$ cat src/rtl/wrap_burst_agen.sv
module wrap_burst_agen #(
  parameter int ADDR_W = 32
) (
  input  logic              clk,
  input  logic              rst_n,
  input  logic              start,
  input  logic [ADDR_W-1:0] start_addr,
  input  logic [1:0]        size,
  input  logic [2:0]        burst,
  input  logic              hold,
  input  logic              stop,
  input  logic              ready,
  output logic [1:0]        trans_o,
  output logic [ADDR_W-1:0] addr_o,
  output logic [3:0]        beat_o,
  output logic [3:0]        wrap_pt_o,
  output logic              wrap_o,
  output logic              last_o
);
  localparam int BEAT_W = 4;
  localparam logic [1:0] T_IDLE = 2'd0, T_BUSY = 2'd1, T_NSEQ = 2'd2, T_SEQ = 2'd3;
  localparam logic [2:0] B_INCR = 3'd1;

  function automatic logic [4:0] blen(input logic [2:0] b);
    if (b == 3'd0) return 5'd1;
    if (b == B_INCR) return 5'd0;
    return 5'd1 << ({1'b0, b[2:1]} + 3'd1);
  endfunction

  logic              active, first;
  logic [ADDR_W-1:0] addr_q;
  logic [BEAT_W-1:0] beat_q, wrap_pt_q;
  logic [2:0]        burst_q;
  logic [1:0]        size_q;

  logic [1:0]        size_in;
  logic [4:0]        len_in, len_q;
  logic [ADDR_W-1:0] aligned_in, bytes, winmask, inc, next_addr;
  logic [BEAT_W-1:0] off_in, wrap_pt_in;
  logic              wrap_in, wrap_q, accept, ending;

  assign size_in    = (size == 2'd3) ? 2'd2 : size;
  assign len_in     = blen(burst);
  assign aligned_in = start_addr & ~((ADDR_W'(1) << size_in) - ADDR_W'(1));
  assign off_in     = BEAT_W'(start_addr >> size_in) & BEAT_W'(len_in - 5'd1);
  assign wrap_in    = !burst[0] && (burst[2:1] != 2'b00);
  assign wrap_pt_in = (wrap_in && off_in != '0) ? BEAT_W'(len_in) - off_in : '0;

  assign len_q     = blen(burst_q);
  assign wrap_q    = !burst_q[0] && (burst_q[2:1] != 2'b00);
  assign bytes     = ADDR_W'(1) << size_q;
  assign winmask   = (ADDR_W'(len_q) << size_q) - ADDR_W'(1);
  assign inc       = addr_q + bytes;
  assign next_addr = wrap_q ? ((addr_q & ~winmask) | (inc & winmask)) : inc;

  assign trans_o = !active ? T_IDLE : first ? T_NSEQ : hold ? T_BUSY : T_SEQ;
  assign accept  = active && ready && trans_o[1];
  assign last_o  = active && (burst_q != B_INCR) && (beat_q == BEAT_W'(len_q - 5'd1));
  assign wrap_o  = active && (wrap_pt_q != '0) && (beat_q == wrap_pt_q);
  assign ending  = (accept && last_o) || (active && ready && stop && burst_q == B_INCR);

  assign addr_o    = addr_q;
  assign beat_o    = beat_q;
  assign wrap_pt_o = wrap_pt_q;

  always_ff @(posedge clk or negedge rst_n) begin
    if (!rst_n) begin
      active    <= 1'b0;
      first     <= 1'b0;
      addr_q    <= '0;
      beat_q    <= '0;
      wrap_pt_q <= '0;
      burst_q   <= '0;
      size_q    <= '0;
    end else if (!active) begin
      if (start) begin
        active    <= 1'b1;
        first     <= 1'b1;
        addr_q    <= aligned_in;
        beat_q    <= '0;
        wrap_pt_q <= wrap_pt_in;
        burst_q   <= burst;
        size_q    <= size_in;
      end
    end else if (ending) begin
      active <= 1'b0;
      first  <= 1'b0;
    end else if (accept) begin
      addr_q <= next_addr;
      beat_q <= beat_q + 1'b1;
      first  <= 1'b0;
    end
  end
endmodule

$ cat config.mk
export PLATFORM = sky130hd
export DESIGN_NAME = wrap_burst_agen
export DESIGN_NICKNAME = d
export VERILOG_FILES = /design/src/rtl/wrap_burst_agen.sv
export SDC_FILE = /design/constraint.sdc
export NUM_CORES = 1
export LEC_CHECK = 0
export BUFFER_PORTS_ARGS = -buffer_cell sky130_fd_sc_hd__buf_2
export CAP_MARGIN = 20
export CELL_PAD_IN_SITES_DETAIL_PLACEMENT = 1
export CELL_PAD_IN_SITES_GLOBAL_PLACEMENT = 1
export CORE_UTILIZATION = 34
export CTS_CLUSTER_DIAMETER = 120
export DETAILED_ROUTE_END_ITERATION = 10
export PLACE_DENSITY = 0.69
export SLEW_MARGIN = 10
export SYNTH_ARGS = -nofsm -noshare
export SYNTH_HDL_FRONTEND = slang
export SYNTH_SLANG_ARGS = --single-unit
$ cat constraint.sdc
create_clock -name clk -period 3.3 [get_ports clk]
set_clock_uncertainty 0.2 [all_clocks]
set_input_delay 0.495 -clock clk [delete_from_list [all_inputs] [get_ports clk]]
set_output_delay 0.495 -clock clk [all_outputs]
set_load 0.005 [all_outputs]
## Yosys cells after proc, flatten, opt, wreduce, memory -nomap -nowiden

Cells that the tools add are included.

- Register bits: 47
- Bits of input ports: 43
- Output and inout bits: 44
- Word-level logic and storage cells: 99

- Add/subtract/negate cells: 9
- Eq/ne operators: 9
- Shift-type cells: 6
- Mux-type cells: 35
- Bitwise gates (word level): 8
- Reductions and logical operators: 25

Operator list:

| kind | count |
|---|---|
| 2-to-1 mux 32 bit | 5 |
| bitwise AND 32 bit | 3 |
| inverter 32 bit | 2 |
| << shifter 1 x 2 -> 32 bit (first input constant) | 2 |
| subtractor 32 x 1 -> 32 bit (second input constant) | 2 |
| 2-to-1 mux 4 bit | 9 |
| adder 32 bit | 1 |
| bitwise OR 32 bit | 1 |
| << shifter 5 x 2 -> 32 bit | 1 |
| right shift 32 x 2 -> 4 bit | 1 |
| 2-to-1 mux 5 bit | 4 |
| 2-to-1 mux 1 bit | 13 |
| logical AND 1 bit | 12 |
| == test 4 bit | 2 |
| 2-to-1 mux 2 bit | 4 |
| nonzero test 4 bit | 2 |
| subtractor 4 x 1 -> 4 bit (second input constant) | 2 |
| adder 2 x 1 -> 3 bit (second input constant) | 2 |
| == test 3 x 1 -> 1 bit (second input constant) | 2 |
| zero test 3 bit | 2 |
| inequality test 3 x 1 -> 1 bit (second input constant) | 2 |
| nonzero test 2 bit | 3 |
| << shifter 1 x 3 -> 5 bit (first input constant) | 1 |
| adder 4 x 1 -> 4 bit (second input constant) | 1 |
| other kinds (11) | 13 |

## Longest topological paths before layout

- Word-level depth: 14
- Depth in mapped cells: 14
- Depth with buffers taken out: 12

## Worst setup path before layout

No wires, ideal clock.

- Kind: reg2reg
- Start: register burst_q[1]
- End: register (tool-made name)
- Setup time: 0.128 ns
- Arrival: 2.552 ns
- Required time: 2.972 ns
- Setup slack: 0.420 ns
- Stages on the path, launching flop included: 12
- Buffers on the path: 1
- Period minus slack after synthesis: 2.880 ns
- Cells stage by stage: dfrtp_1 clkbuf_1 nor3_1 inv_1 ha_1 xnor2_1 or3_1 o211a_2 o21a_4 nor2_2 a21oi_1 mux2_1

RTL lines:

| item | line | RTL |
|---|---|---|
| start, declared | 33 | `logic [2:0] burst_q;` |
| start signal, assigned | 82 | `burst_q <= burst;` |

==> results.json <==
{
  "io_pins": 87,
  "crit_type": "flip-flop to flip-flop",
  "holdCritPathClass": "input pin to flip-flop",
  "rr_startpoint": "size_q[0]",
  "die_w_um": 104.7,
  "dp_hpwl_mm": 8.873,
  "worst-path-stages": 11,
  "yosysSeqAreaShare_pct": 32.82,
  "track_usage_pct": 22.45,
  "cts_buffers": 5,
  "r2r_slack_ps": 280,
  "leakage_nw": 1.897,
  "finalMaxSlewViolations": 0,
  "status": "completed",
  "portBuffers": 86,
  "regArea_sq_um": 1176,
  "fin_setup_tns_ps": 0,
  "whs_path_depth": 2,
  "die_area_sq_um": 10950,
  "grt_pass1_wl_mm": 19.84,
  "ir_drop_v": 0.0002653,
  "coreArea_sq_um": 10280,
  "n_antenna_cell": 0,
  "wl_per_cell_um": 17.72,
  "setup_viol": 0,
  "cp_slowest_stage_delay_ps": 530,
  "initial_core_util_pct": 34.87,
  "vias": 3786,
  "htree_num_levels": 2,
  "ant_nets": 0,
  "wl_mm": 11.82,
  "cts_root_buf": "clkbuf_8",
  "place_congestion": 0.7793,
  "yosys_register_bits": 47,
  "synth_edf_count": 0,
  "clock_path_buffers": 2,
  "yosysWarningCount": 0,
  "clkLatencyLatePin_ps": 310,
  "crit_family": "compound AO/OA/AOI/OAI gates",
  "cap_violations": 0,
  "synth_flop_cell": "dfrtp_1",
  "worst-path-buf-inv": 1,
  "tritoncts": "done",
  "fp-row-count": 37,
  "async_flop_share_pct": 100.0,
  "drive_gt1_share_pct": 24.67,
  "antenna_found_initial": 0,
  "slowest_stage": "dfrtp_1",
  "critPathLaunchType": "flip-flop",
  "cp_max_fo": 13,
  "post_cts.repair.setup_buffers": 0,
  "first_global_vias": 3846,
  "grt_max_degree": 31,
  "max-slew-margin-rel_pct": 52.85,
  "placed_cells": 659,
  "drc_errors": 0,
  "vias_per_cell": 5.676,
  "period_minus_slack_ps": 3023,
  "drt_iter0_drc": 146,
  "worstPathArrival_ps": 3030,
  "firstDrtPassIters": 4,
  "end_kind": "flip-flop",
  "syn-cell-area_sq_um": 3583,
  "synth_area_per_cell_sq_um": 8.053,
  "overflow": 0,
  "die_height_um": 104.7,
  "reg2regPathDepth": 11,
  "cellPowerDensity_nw_per_um2": 943.1,
  "min_to": "first",
  "ys_types": 75,
  "synthCells": 445,
  "nNetsFinal": 585,
  "clock_sinks": 47,
  "post-route-period-util_pct": 91.61,
  "required_ps": 3310,
  "multiInputGateArea_sq_um": 2233,
  "final_cell_count_no_fill": 667,
  "hp-start": "ready",
  "crit_path_cell_trace": "nor2_1 > ha_1 > inv_1 > fa_1 > nor2b_1 > o21a_1 > o21ai_0 > nor2_2 > nand3_1 > a21o_1 > a221o_1",
  "worst_pin_slew_ps": 689.4,
  "clkTransAtPathRegs_ps": 100,
  "max_freq_mhz": 330.8,
  "area_growth_pct": 19.55,
  "rsz0062_at_grt": "no",
  "hold_violations": 0,
  "n_fill_cell": 1310
}
-- worst register-to-register path, stage by stage, from the launching register on --
cell and delay, ps:
dfrtp_1 530, nor2_1 210, ha_1 200, inv_1 60, fa_1 400, nor2b_1 180
o21a_1 160, o21ai_0 140, nor2_2 230, nand3_1 140, a21o_1 210, a221o_1 280
-- routing by layer --
layer  track usage [%]  share of wire (%)
met2             38.46                 49
met1             29.59                 46
met5                 0                  0
met4             6.237                1.9
met3             2.870                3.4
-- worst max path at each step --
| stage | endpoint | slack [ps] | startpoint |
|---|---|---|---|
| floorplan | flip-flop | 420 | burst_q[1] |
| detailed placement | flip-flop | 280 | size_q[0] |
| CTS | flip-flop | 220 | size_q[0] |
| global placement | flip-flop | 380 | size_q[0] |
| finish | flip-flop | 280 | size_q[0] |
| global route | flip-flop | 8 | size_q[1] |
-- logic make-up (layout without fill, tap and decap cells) --
| kind of cell | Yosys count | count (layout) | synth area share [%] |
|---|---|---|---|
| compound gates | 136 | 136 | 24.69 |
| xor+xnor | 15 | 15 | 3.666 |
| buf+inv | 36 | 121 | 5.028 |
| fa+ha+maj | 11 | 11 | 4.050 |
| flops | 47 | 47 | 32.82 |
| simple gates | 190 | 190 | 27.03 |
| mux | 9 | 9 | 2.619 |
| other cells | 1 | 2 | 0.1046 |
-- synthesized netlist by cell type, drive strengths merged, types with 6 or more instances --
cell	number	share of area, %
nand3	22	3.4
nor3	22	3.2
o21ai	43	6.2
nand2	59	6.4
ha	10	3.5
nor2	37	3.9
a21oi	28	3.9
nand4	6	1.0
xnor2	10	2.4
buf	7	1.4
o22ai	8	1.4
dfrtp	47	33
nand2b	8	1.4
clkbuf	18	2.4
mux2i	6	1.7
a22oi	7	1.5
a31oi	8	1.4
inv	11	1.2
and3	10	1.9
-- cells in the final DEF, fill, tap and decap left out, types with 6 or more instances in the layout --
| cell type | netlist | final |
|---|---|---|
| inv_1 | 11 | 11 |
| nand4_1 | 6 | 6 |
| buf_4 | 1 | 16 |
| nand2b_1 | 8 | 8 |
| a21oi_1 | 28 | 28 |
| nor3_1 | 21 | 21 |
| o21ai_0 | 18 | 18 |
| a31oi_1 | 8 | 8 |
| ha_1 | 10 | 10 |
| mux2i_1 | 6 | 6 |
| nand3_1 | 20 | 20 |
| xnor2_1 | 10 | 10 |
| a22oi_1 | 7 | 7 |
| nor2_1 | 36 | 35 |
| and3_1 | 7 | 7 |
| nand2_1 | 58 | 58 |
| dfrtp_1 | 47 | 47 |
| o22ai_1 | 8 | 8 |
| o21ai_1 | 23 | 23 |
| buf_2 | 2 | 86 |
-- per-stage QoR --
stage	hold slack (ps)	util [%]	total power, mW	worst slack (ps)	cell area [sq um]
after floorplan	-0.5910	-	2.767	420.2	3587
after global placement	320.0	40.56	3.552	378.3	4169
after detailed placement	317.7	40.56	3.616	283.2	4169
after CTS	172.8	41.66	4.073	222.9	4282
after global routing	187.6	41.68	4.414	7.765	4284
final	182.9	41.68	4.041	276.9	4284
-- repair_timing --
item	4_1_cts	5_1_grt
hold buffers	1	0
endpoints found under the setup margin	0	1
hold endpoints to repair	23	0
resized for setup	0	1
-- final cells by class --
class	instances	share of cell area, %
sequential	47	27.45
timing repair buffer	103	13.08
clock inverter	1	0.7009
tap	136	3.972
inverter	11	0.9638
multi-input combinational	363	52.13
clock buffer	6	1.694
-- report_power, final --
part,total [mW],switching [mW],internal [mW],leakage (nW)
clock network,0.438,0.215,0.223,0.0513
registers,1.23,0.404,0.828,0.583
logic,2.37,1.37,1.00,1.26
total,4.04,1.98,2.06,1.90
Note: power is estimated with default switching activity, not from simulation.
